$ cat config.mk
export PLATFORM = sky130hd
export DESIGN_NAME = dram_powerup_seq
export DESIGN_NICKNAME = d
export VERILOG_FILES = /design/src/rtl/dram_powerup_pkg.sv /design/src/rtl/dram_powerup_ctrl.sv /design/src/rtl/dram_powerup_dp.sv /design/src/rtl/dram_powerup_seq.sv
export SDC_FILE = /design/constraint.sdc
export NUM_CORES = 1
export LEC_CHECK = 0
export BUFFER_PORTS_ARGS = -buffer_cell sky130_fd_sc_hd__buf_2
export CORE_MARGIN = 3
export CORE_UTILIZATION = 44
export DETAILED_ROUTE_END_ITERATION = 8
export HOLD_SLACK_MARGIN = 0.02
export PLACE_DENSITY = 0.76
export SLEW_MARGIN = 25
export SYNTH_ARGS = -nofsm -noshare
export SYNTH_HDL_FRONTEND = slang
export SYNTH_SLANG_ARGS = --single-unit
$ cat constraint.sdc
create_clock -name clk -period 2.49 [get_ports clk]
set_input_delay 0.3735 -clock clk [delete_from_list [all_inputs] [get_ports clk]]
set_output_delay 0.3735 -clock clk [all_outputs]
set_load 0.02 [all_outputs]
$ cat src/rtl/dram_powerup_pkg.sv
package dram_powerup_pkg;

  localparam int ADDR_W = 14;
  localparam int BANK_W = 3;
  localparam int NUM_MR = 7;
  localparam logic [ADDR_W-1:0] ZQ_ADDR = 14'h0400;

  typedef struct packed {
    logic csN;
    logic rasN;
    logic casN;
    logic weN;
  } cmdLines_t;

  localparam cmdLines_t CMD_NOP = 4'b1111;
  localparam cmdLines_t CMD_MRS = 4'b0000;
  localparam cmdLines_t CMD_ZQ  = 4'b0110;

  // strobes from the sequencer control to the datapath
  typedef struct packed {
    logic              relReset;
    logic              raiseCke;
    logic              issueMrs;
    logic [BANK_W-1:0] mrIdx;
    logic              issueZq;
    logic              setDone;
    logic              setErr;
  } seqStrobe_t;

  // write position -> mode register index (DDR4 load order)
  function automatic logic [BANK_W-1:0] mrOrder(input logic [2:0] pos);
    case (pos)
      3'd0:    return 3'd3;
      3'd1:    return 3'd6;
      3'd2:    return 3'd5;
      3'd3:    return 3'd4;
      3'd4:    return 3'd2;
      3'd5:    return 3'd1;
      default: return 3'd0;
    endcase
  endfunction

  // {valid, code[4:0]}
  function automatic logic [5:0] clCode(input logic [5:0] cl);
    if (cl >= 6'd9 && cl <= 6'd16)  return {1'b1, 5'(cl - 6'd9)};
    if (cl >= 6'd25 && cl <= 6'd32) return {1'b1, 5'(cl - 6'd9)};
    case (cl)
      6'd18:   return {1'b1, 5'd8};
      6'd20:   return {1'b1, 5'd9};
      6'd22:   return {1'b1, 5'd10};
      6'd24:   return {1'b1, 5'd11};
      6'd23:   return {1'b1, 5'd12};
      6'd17:   return {1'b1, 5'd13};
      6'd19:   return {1'b1, 5'd14};
      6'd21:   return {1'b1, 5'd15};
      default: return 6'd0;
    endcase
  endfunction

  // {valid, code[3:0]}
  function automatic logic [4:0] wrCode(input logic [4:0] wr);
    case (wr)
      5'd10:   return {1'b1, 4'd0};
      5'd12:   return {1'b1, 4'd1};
      5'd14:   return {1'b1, 4'd2};
      5'd16:   return {1'b1, 4'd3};
      5'd18:   return {1'b1, 4'd4};
      5'd20:   return {1'b1, 4'd5};
      5'd24:   return {1'b1, 4'd6};
      5'd22:   return {1'b1, 4'd7};
      5'd26:   return {1'b1, 4'd8};
      5'd28:   return {1'b1, 4'd9};
      default: return 5'd0;
    endcase
  endfunction

  // {valid, code[2:0]}
  function automatic logic [3:0] cwlCode(input logic [4:0] cwl);
    case (cwl)
      5'd9:    return {1'b1, 3'd0};
      5'd10:   return {1'b1, 3'd1};
      5'd11:   return {1'b1, 3'd2};
      5'd12:   return {1'b1, 3'd3};
      5'd14:   return {1'b1, 3'd4};
      5'd16:   return {1'b1, 3'd5};
      5'd18:   return {1'b1, 3'd6};
      5'd20:   return {1'b1, 3'd7};
      default: return 4'd0;
    endcase
  endfunction

  // {valid, code[2:0]}
  function automatic logic [3:0] ccdCode(input logic [3:0] ccd);
    if (ccd >= 4'd4 && ccd <= 4'd8) return {1'b1, 3'(ccd - 4'd4)};
    return 4'd0;
  endfunction

endpackage

$ cat src/rtl/dram_powerup_ctrl.sv
module dram_powerup_ctrl
  import dram_powerup_pkg::*;
#(
  parameter int RESET_WAIT = 50000,
  parameter int CKE_WAIT   = 10000,
  parameter int MR0_WAIT   = 200,
  parameter int ZQ_WAIT    = 200
) (
  input  logic       clk,
  input  logic       rstN,
  input  logic       cfgBad,
  output seqStrobe_t strobe
);

  localparam int MAX_A    = (RESET_WAIT > CKE_WAIT) ? RESET_WAIT : CKE_WAIT;
  localparam int MAX_B    = (MR0_WAIT > ZQ_WAIT) ? MR0_WAIT : ZQ_WAIT;
  localparam int MAX_WAIT = (MAX_A > MAX_B) ? MAX_A : MAX_B;
  localparam int CNT_W    = $clog2(MAX_WAIT + 1);

  typedef enum logic [2:0] {
    ST_START, ST_WRST, ST_WCKE, ST_MRS, ST_WMR0, ST_WZQ, ST_DONE, ST_HALT
  } seqState_t;

  seqState_t         state, stateNxt;
  logic [CNT_W-1:0]  cnt, cntNxt;
  logic [2:0]        pos, posNxt;
  logic              cntZero;

  assign cntZero = (cnt == '0);

  always_comb begin
    stateNxt = state;
    cntNxt   = cntZero ? cnt : cnt - 1'b1;
    posNxt   = pos;
    strobe   = '0;
    case (state)
      ST_START: begin
        strobe.relReset = 1'b1;
        stateNxt        = ST_WRST;
        cntNxt          = CNT_W'(RESET_WAIT - 1);
      end
      ST_WRST: if (cntZero) begin
        strobe.raiseCke = 1'b1;
        stateNxt        = ST_WCKE;
        cntNxt          = CNT_W'(CKE_WAIT - 1);
      end
      ST_WCKE: if (cntZero) begin
        if (cfgBad) begin
          strobe.setErr = 1'b1;
          stateNxt      = ST_HALT;
        end else begin
          strobe.issueMrs = 1'b1;
          strobe.mrIdx    = mrOrder(3'd0);
          posNxt          = 3'd1;
          stateNxt        = ST_MRS;
        end
      end
      ST_MRS: begin
        strobe.issueMrs = 1'b1;
        strobe.mrIdx    = mrOrder(pos);
        if (pos == 3'(NUM_MR - 1)) begin
          stateNxt = ST_WMR0;
          cntNxt   = CNT_W'(MR0_WAIT - 1);
        end else begin
          posNxt = pos + 3'd1;
        end
      end
      ST_WMR0: if (cntZero) begin
        strobe.issueZq = 1'b1;
        stateNxt       = ST_WZQ;
        cntNxt         = CNT_W'(ZQ_WAIT - 1);
      end
      ST_WZQ: if (cntZero) begin
        strobe.setDone = 1'b1;
        stateNxt       = ST_DONE;
      end
      default: ;
    endcase
  end

  always_ff @(posedge clk or negedge rstN) begin
    if (!rstN) begin
      state <= ST_START;
      cnt   <= '0;
      pos   <= '0;
    end else begin
      state <= stateNxt;
      cnt   <= cntNxt;
      pos   <= posNxt;
    end
  end

endmodule

$ cat src/rtl/dram_powerup_dp.sv
module dram_powerup_dp
  import dram_powerup_pkg::*;
(
  input  logic              clk,
  input  logic              rstN,
  input  seqStrobe_t        strobe,
  input  logic              cfgBurstChop,
  input  logic [5:0]        cfgCasLat,
  input  logic [4:0]        cfgWrRecov,
  input  logic [4:0]        cfgCasWrLat,
  input  logic [3:0]        cfgCcd,
  input  logic              cfgDrive48,
  input  logic [2:0]        cfgRttNom,
  input  logic [2:0]        cfgRttWr,
  output logic              cfgBad,
  output logic              memResetN,
  output logic              memCke,
  output cmdLines_t         memCmd,
  output logic [BANK_W-1:0] memBank,
  output logic [ADDR_W-1:0] memAddr,
  output logic              initDone,
  output logic              cfgError
);

  logic [5:0]        clR;
  logic [4:0]        wrR;
  logic [3:0]        cwlR, ccdR;
  logic [ADDR_W-1:0] mr0, mr1, mr2, mr6, mrWord;

  always_comb begin
    clR  = clCode(cfgCasLat);
    wrR  = wrCode(cfgWrRecov);
    cwlR = cwlCode(cfgCasWrLat);
    ccdR = ccdCode(cfgCcd);
    cfgBad = !(clR[5] && wrR[4] && cwlR[3] && ccdR[3]);

    mr0        = '0;
    mr0[1:0]   = cfgBurstChop ? 2'b10 : 2'b00;
    mr0[2]     = clR[0];
    mr0[6:4]   = clR[3:1];
    mr0[12]    = clR[4];
    mr0[8]     = 1'b1;
    mr0[11:9]  = wrR[2:0];
    mr0[13]    = wrR[3];

    mr1        = '0;
    mr1[2:1]   = {1'b0, cfgDrive48};
    mr1[10:8]  = cfgRttNom;

    mr2        = '0;
    mr2[5:3]   = cwlR[2:0];
    mr2[11:9]  = cfgRttWr;

    mr6        = '0;
    mr6[12:10] = ccdR[2:0];

    case (strobe.mrIdx)
      3'd0:    mrWord = mr0;
      3'd1:    mrWord = mr1;
      3'd2:    mrWord = mr2;
      3'd6:    mrWord = mr6;
      default: mrWord = '0;
    endcase
  end

  always_ff @(posedge clk or negedge rstN) begin
    if (!rstN) begin
      memResetN <= 1'b0;
      memCke    <= 1'b0;
      memCmd    <= CMD_NOP;
      memBank   <= '0;
      memAddr   <= '0;
      initDone  <= 1'b0;
      cfgError  <= 1'b0;
    end else begin
      if (strobe.relReset) memResetN <= 1'b1;
      if (strobe.raiseCke) memCke    <= 1'b1;
      if (strobe.setDone)  initDone  <= 1'b1;
      if (strobe.setErr)   cfgError  <= 1'b1;
      if (strobe.issueMrs) begin
        memCmd  <= CMD_MRS;
        memBank <= strobe.mrIdx;
        memAddr <= mrWord;
      end else if (strobe.issueZq) begin
        memCmd  <= CMD_ZQ;
        memBank <= '0;
        memAddr <= ZQ_ADDR;
      end else begin
        memCmd  <= CMD_NOP;
        memBank <= '0;
        memAddr <= '0;
      end
    end
  end

endmodule

$ cat src/rtl/dram_powerup_seq.sv
module dram_powerup_seq
  import dram_powerup_pkg::*;
#(
  parameter int RESET_WAIT = 50000,
  parameter int CKE_WAIT   = 10000,
  parameter int MR0_WAIT   = 200,
  parameter int ZQ_WAIT    = 200
) (
  input  logic        clk,
  input  logic        rstN,
  input  logic        cfgBurstChop,
  input  logic [5:0]  cfgCasLat,
  input  logic [4:0]  cfgWrRecov,
  input  logic [4:0]  cfgCasWrLat,
  input  logic [3:0]  cfgCcd,
  input  logic        cfgDrive48,
  input  logic [2:0]  cfgRttNom,
  input  logic [2:0]  cfgRttWr,
  output logic        memResetN,
  output logic        memCke,
  output logic        memCsN,
  output logic        memRasN,
  output logic        memCasN,
  output logic        memWeN,
  output logic [2:0]  memBank,
  output logic [13:0] memAddr,
  output logic        initDone,
  output logic        cfgError
);

  seqStrobe_t strobe;
  cmdLines_t  memCmd;
  logic       cfgBad;

  dram_powerup_ctrl #(
    .RESET_WAIT(RESET_WAIT),
    .CKE_WAIT  (CKE_WAIT),
    .MR0_WAIT  (MR0_WAIT),
    .ZQ_WAIT   (ZQ_WAIT)
  ) u_ctrl (
    .clk   (clk),
    .rstN  (rstN),
    .cfgBad(cfgBad),
    .strobe(strobe)
  );

  dram_powerup_dp u_dp (
    .clk         (clk),
    .rstN        (rstN),
    .strobe      (strobe),
    .cfgBurstChop(cfgBurstChop),
    .cfgCasLat   (cfgCasLat),
    .cfgWrRecov  (cfgWrRecov),
    .cfgCasWrLat (cfgCasWrLat),
    .cfgCcd      (cfgCcd),
    .cfgDrive48  (cfgDrive48),
    .cfgRttNom   (cfgRttNom),
    .cfgRttWr    (cfgRttWr),
    .cfgBad      (cfgBad),
    .memResetN   (memResetN),
    .memCke      (memCke),
    .memCmd      (memCmd),
    .memBank     (memBank),
    .memAddr     (memAddr),
    .initDone    (initDone),
    .cfgError    (cfgError)
  );

  assign memCsN  = memCmd.csN;
  assign memRasN = memCmd.rasN;
  assign memCasN = memCmd.casN;
  assign memWeN  = memCmd.weN;

endmodule

==> metrics.md <==
| Metric | Value |
|---|---|
| Outcome | `complete, no violations` |
| ANT cells | `0` |
| Area grow syn2layout | `15.5%` |
| Final hold viol count | `0` |
| Seq pwr share | `51.1%` |
| Syn avg cell area | `8.82 µm²` |
| Post-synthesis xor/xnor area fraction | `4.70%` |
| Yosys top cell area share | `36.7%` |
| Residual DRC | `0` |
| Clock root cell | `clkbuf_8` |
| Relative slew slack | `64.0%` |
| Synthesized instance count | `317` |
| Mux share of post-synthesis cell area | `1.07%` |
| Synth Register Bits | `43` |
| Power per cell area | `423 nW/µm²` |
| HP Class | `primary input to asynchronous set/reset pin` |
| Leak pwr | `1.48 nW` |
| Switching share of total power | `23.2%` |
| CP endpoint kind | `flop` |
| Final total power | `1.37 mW` |
| Row count | `28` |
| RSZ-0062 raised after global routing | `false` |
| Sink Count | `43` |
| Latest clock arrival within the worst-skew pair | `0.30 ns` |
| Port Buffers | `52` |
| First-pass GRT wire length | `11,300 µm` |
| Overall routing resource usage | `19.0%` |
| Top post-synthesis cells by area | `dfrtp_1, ha_1, nor2_1` |
| Final HPWL DP | `4990 µm` |
| Post-CTS Repair Setup Buffers | `0` |
| Register Area | `1080 µm²` |
| Count leader, synth | `dfrtp_1` |
| Maximum VDD drop | `251 µV` |
| Critical path peak fanout | `11` |
| Starting DRC count in detailed routing | `157` |
| Avg WL per Cell | `14.7 µm` |
| Via/cell ratio | `5.52` |
| Largest family of logic cells by synthesized area | `simple AND/OR/NAND/NOR gates` |
| Sw Pwr | `317 µW` |
| Asr flop ratio synth | `100%` |
| Worst EP required | `2.69 ns` |
| Clk pwr share | `39.6%` |
| CORE AREA | `6030 µm²` |
| Multi-input logic area | `1590 µm²` |
| Final worst-path cycle share | `89.0%` |
| CP startpoint kind | `flop` |
| Post-Synthesis Cell Area | `2800 µm²` |
| # IOs | `55` |
| TritonCTS clock tree | `done` |
| Vias | `2,449` |
| Post-synthesis compound-gate area fraction | `18.7%` |
| CTS max path bufs | `2` |
| Final worst path period need | `2.22 ns` |
| Total of max-cap violations | `0` |
| Synth Area in Simple Gates | `26.3%` |
| Largest net degree at the start of global routing | `44` |
| CTS HTree Levels | `2` |
| Register area share after synthesis | `38.6%` |
| Setup TNS Final | `0 ns` |
| Number of global-route vias before repair | `2,488` |
| Number of enable flip-flop cells after synthesis | `0` |
| Slew Limit Fails | `0` |
| Commonest cells post-synth | `dfrtp_1, nor2_1, nand2_1` |
| WP data arrival | `2.41 ns` |
| Yosys cell types | `60` |
| Warnings from Yosys | `0` |
| Starting density of the core | `46.4%` |
| Internal Power | `1.05 mW` |
| Initial antenna violation count | `0` |
| Synth Flop Type | `dfrtp_1` |
| Synth area leader | `dfrtp_1` |
| Clk slew on worst S/H paths | `0.09 ns` |
| Final Skew | `0.0134 ns` |
| Comb power frac | `9.3%` |
| Full die area | `7350 µm²` |
| Placer congestion estimate | `0.837` |
| FMAX | `0.451 GHz` |
| Layout cells sized above 1 | `22.0%` |
| Gr ovfl total | `0` |
| DRT Pass-1 Iters | `4` |
| Total CTS buffers | `5` |
| Final setup fails | `0` |
| Post-Synth Adder-Cell Area | `5.77%` |
| Worst Tran Pin Value | `0.539 ns` |
| Die Height | `85.7 µm` |
| Crit Path Class | `flop to flop` |
| Die span in x | `85.7 µm` |
| Remaining antenna violation count | `0` |
| Nets@finish | `410` |
| Fill count | `563` |
| Final wirelength | `6510 µm` |
==> worst max-delay path, stage by stage, from the launching register on <==
cell,delay [ns]
dfrtp_1,0.53
inv_1,0.10
ha_1,0.27
a2111oi_1,0.38
buf_4,0.20
nor2_1,0.04
a21oi_2,0.23
nand2b_1,0.12
o31ai_1,0.23
==> final timing paths <==
| kind | from | end | slack [ns] | cells past startpoint |
|---|---|---|---|---|
| min in group clk | cfgWrRecov[0] | u_dp.memAddr[13] | 0.28 | 2 |
| worst max register to register | u_ctrl.pos[2] | u_dp.memAddr[9] | 0.27 | 8 |
| worst min register to register | u_dp.memResetN | u_dp.memResetN | 0.47 | 1 |
| worst min-delay path | rstN | u_ctrl.cnt[5] | 0.04 | 1 |
| max in group asynchronous | rstN | u_dp.memCmd[3] | 2.05 | 1 |
| worst max-delay path | u_ctrl.pos[2] | u_dp.memAddr[9] | 0.27 | 8 |
==> metal layers <==
layer  routed length, µm  GRT usage, %  up-vias
met4                  89          6.47        0
met5                   0             0        -
li1                    -             -     1217
met1                2900          24.4     1175
met2                3300          32.5       47
met3                 221          3.07       10
==> kinds of logic (layout without fill, tap and decap cells) <==
kind of cell	Yosys count	in the layout
mux	3	3
flops	43	43
fa+ha+maj	13	13
xor+xnor	15	15
simple gates	135	135
buf+inv	30	81
compound gates	77	77
other cells	1	2
==> state kept, by name, indices dropped and copies added (netlist names) <==
name,cells
u_dp.memCke,1
u_dp.memAddr,12
u_dp.initDone,1
u_dp.cfgError,1
u_dp.memBank,3
u_ctrl.pos,3
u_ctrl.cnt,16
u_dp.memCmd,2
u_ctrl.state,3
u_dp.memResetN,1
==> timing repair <==
item	in CTS	in global routing
hold buffers	0	0
endpoints found under the setup margin	0	1
gates resized for setup	0	1
==> power groups by stage <==
stage | Clock (mW) | Sequential (mW) | Combinational [mW]
after floorplan | 0 | 0.712 | 0.0684
after global placement | 0 | 0.712 | 0.123
after detailed placement | 0 | 0.712 | 0.127
after CTS | 0.550 | 0.698 | 0.128
after global routing | 0.572 | 0.698 | 0.144
final | 0.540 | 0.698 | 0.127
==> layout make-up <==
cell class,count,area share [%]
multi-input combinational,245,49.2
tap,75,2.91
clock buffer,7,2.36
sequential,43,33.4
clock inverter,1,0.930
timing repair buffer,57,9.30
inverter,16,1.86
==> placed cells by master, fill, tap and decap left out, types with 5 or more instances in the layout <==
master     n
buf_2     51
dfrtp_1   41
nor2_1    36
nand2_1   32
a21oi_1   16
inv_1     15
o21ai_0   14
nand3_1   12
ha_1      12
nor3_1    10
nand2b_1   9
xnor2_1    9
nor2b_1    8
a22oi_1    7
xor2_1     6
buf_4      6
nand3b_1   5
clkbuf_8   5
==> metrics by stage <==
step / instances / setup WS [ns] / hold slack, ns / cell area (µm²) / util [%]
global placement: 436 / 0.145 / 0.444 / 3120 / 51.8
floorplan: 318 / 0.560 / 0.0779 / 2800 / -
detailed placement: 436 / 0.242 / 0.447 / 3120 / 51.8
finish: 444 / 0.275 / 0.0417 / 3230 / 53.6
global route: 444 / 0.0462 / 0.0975 / 3230 / 53.6
CTS: 444 / 0.237 / 0.258 / 3230 / 53.5
No activity file was read; power rests on OpenSTA's default activity.
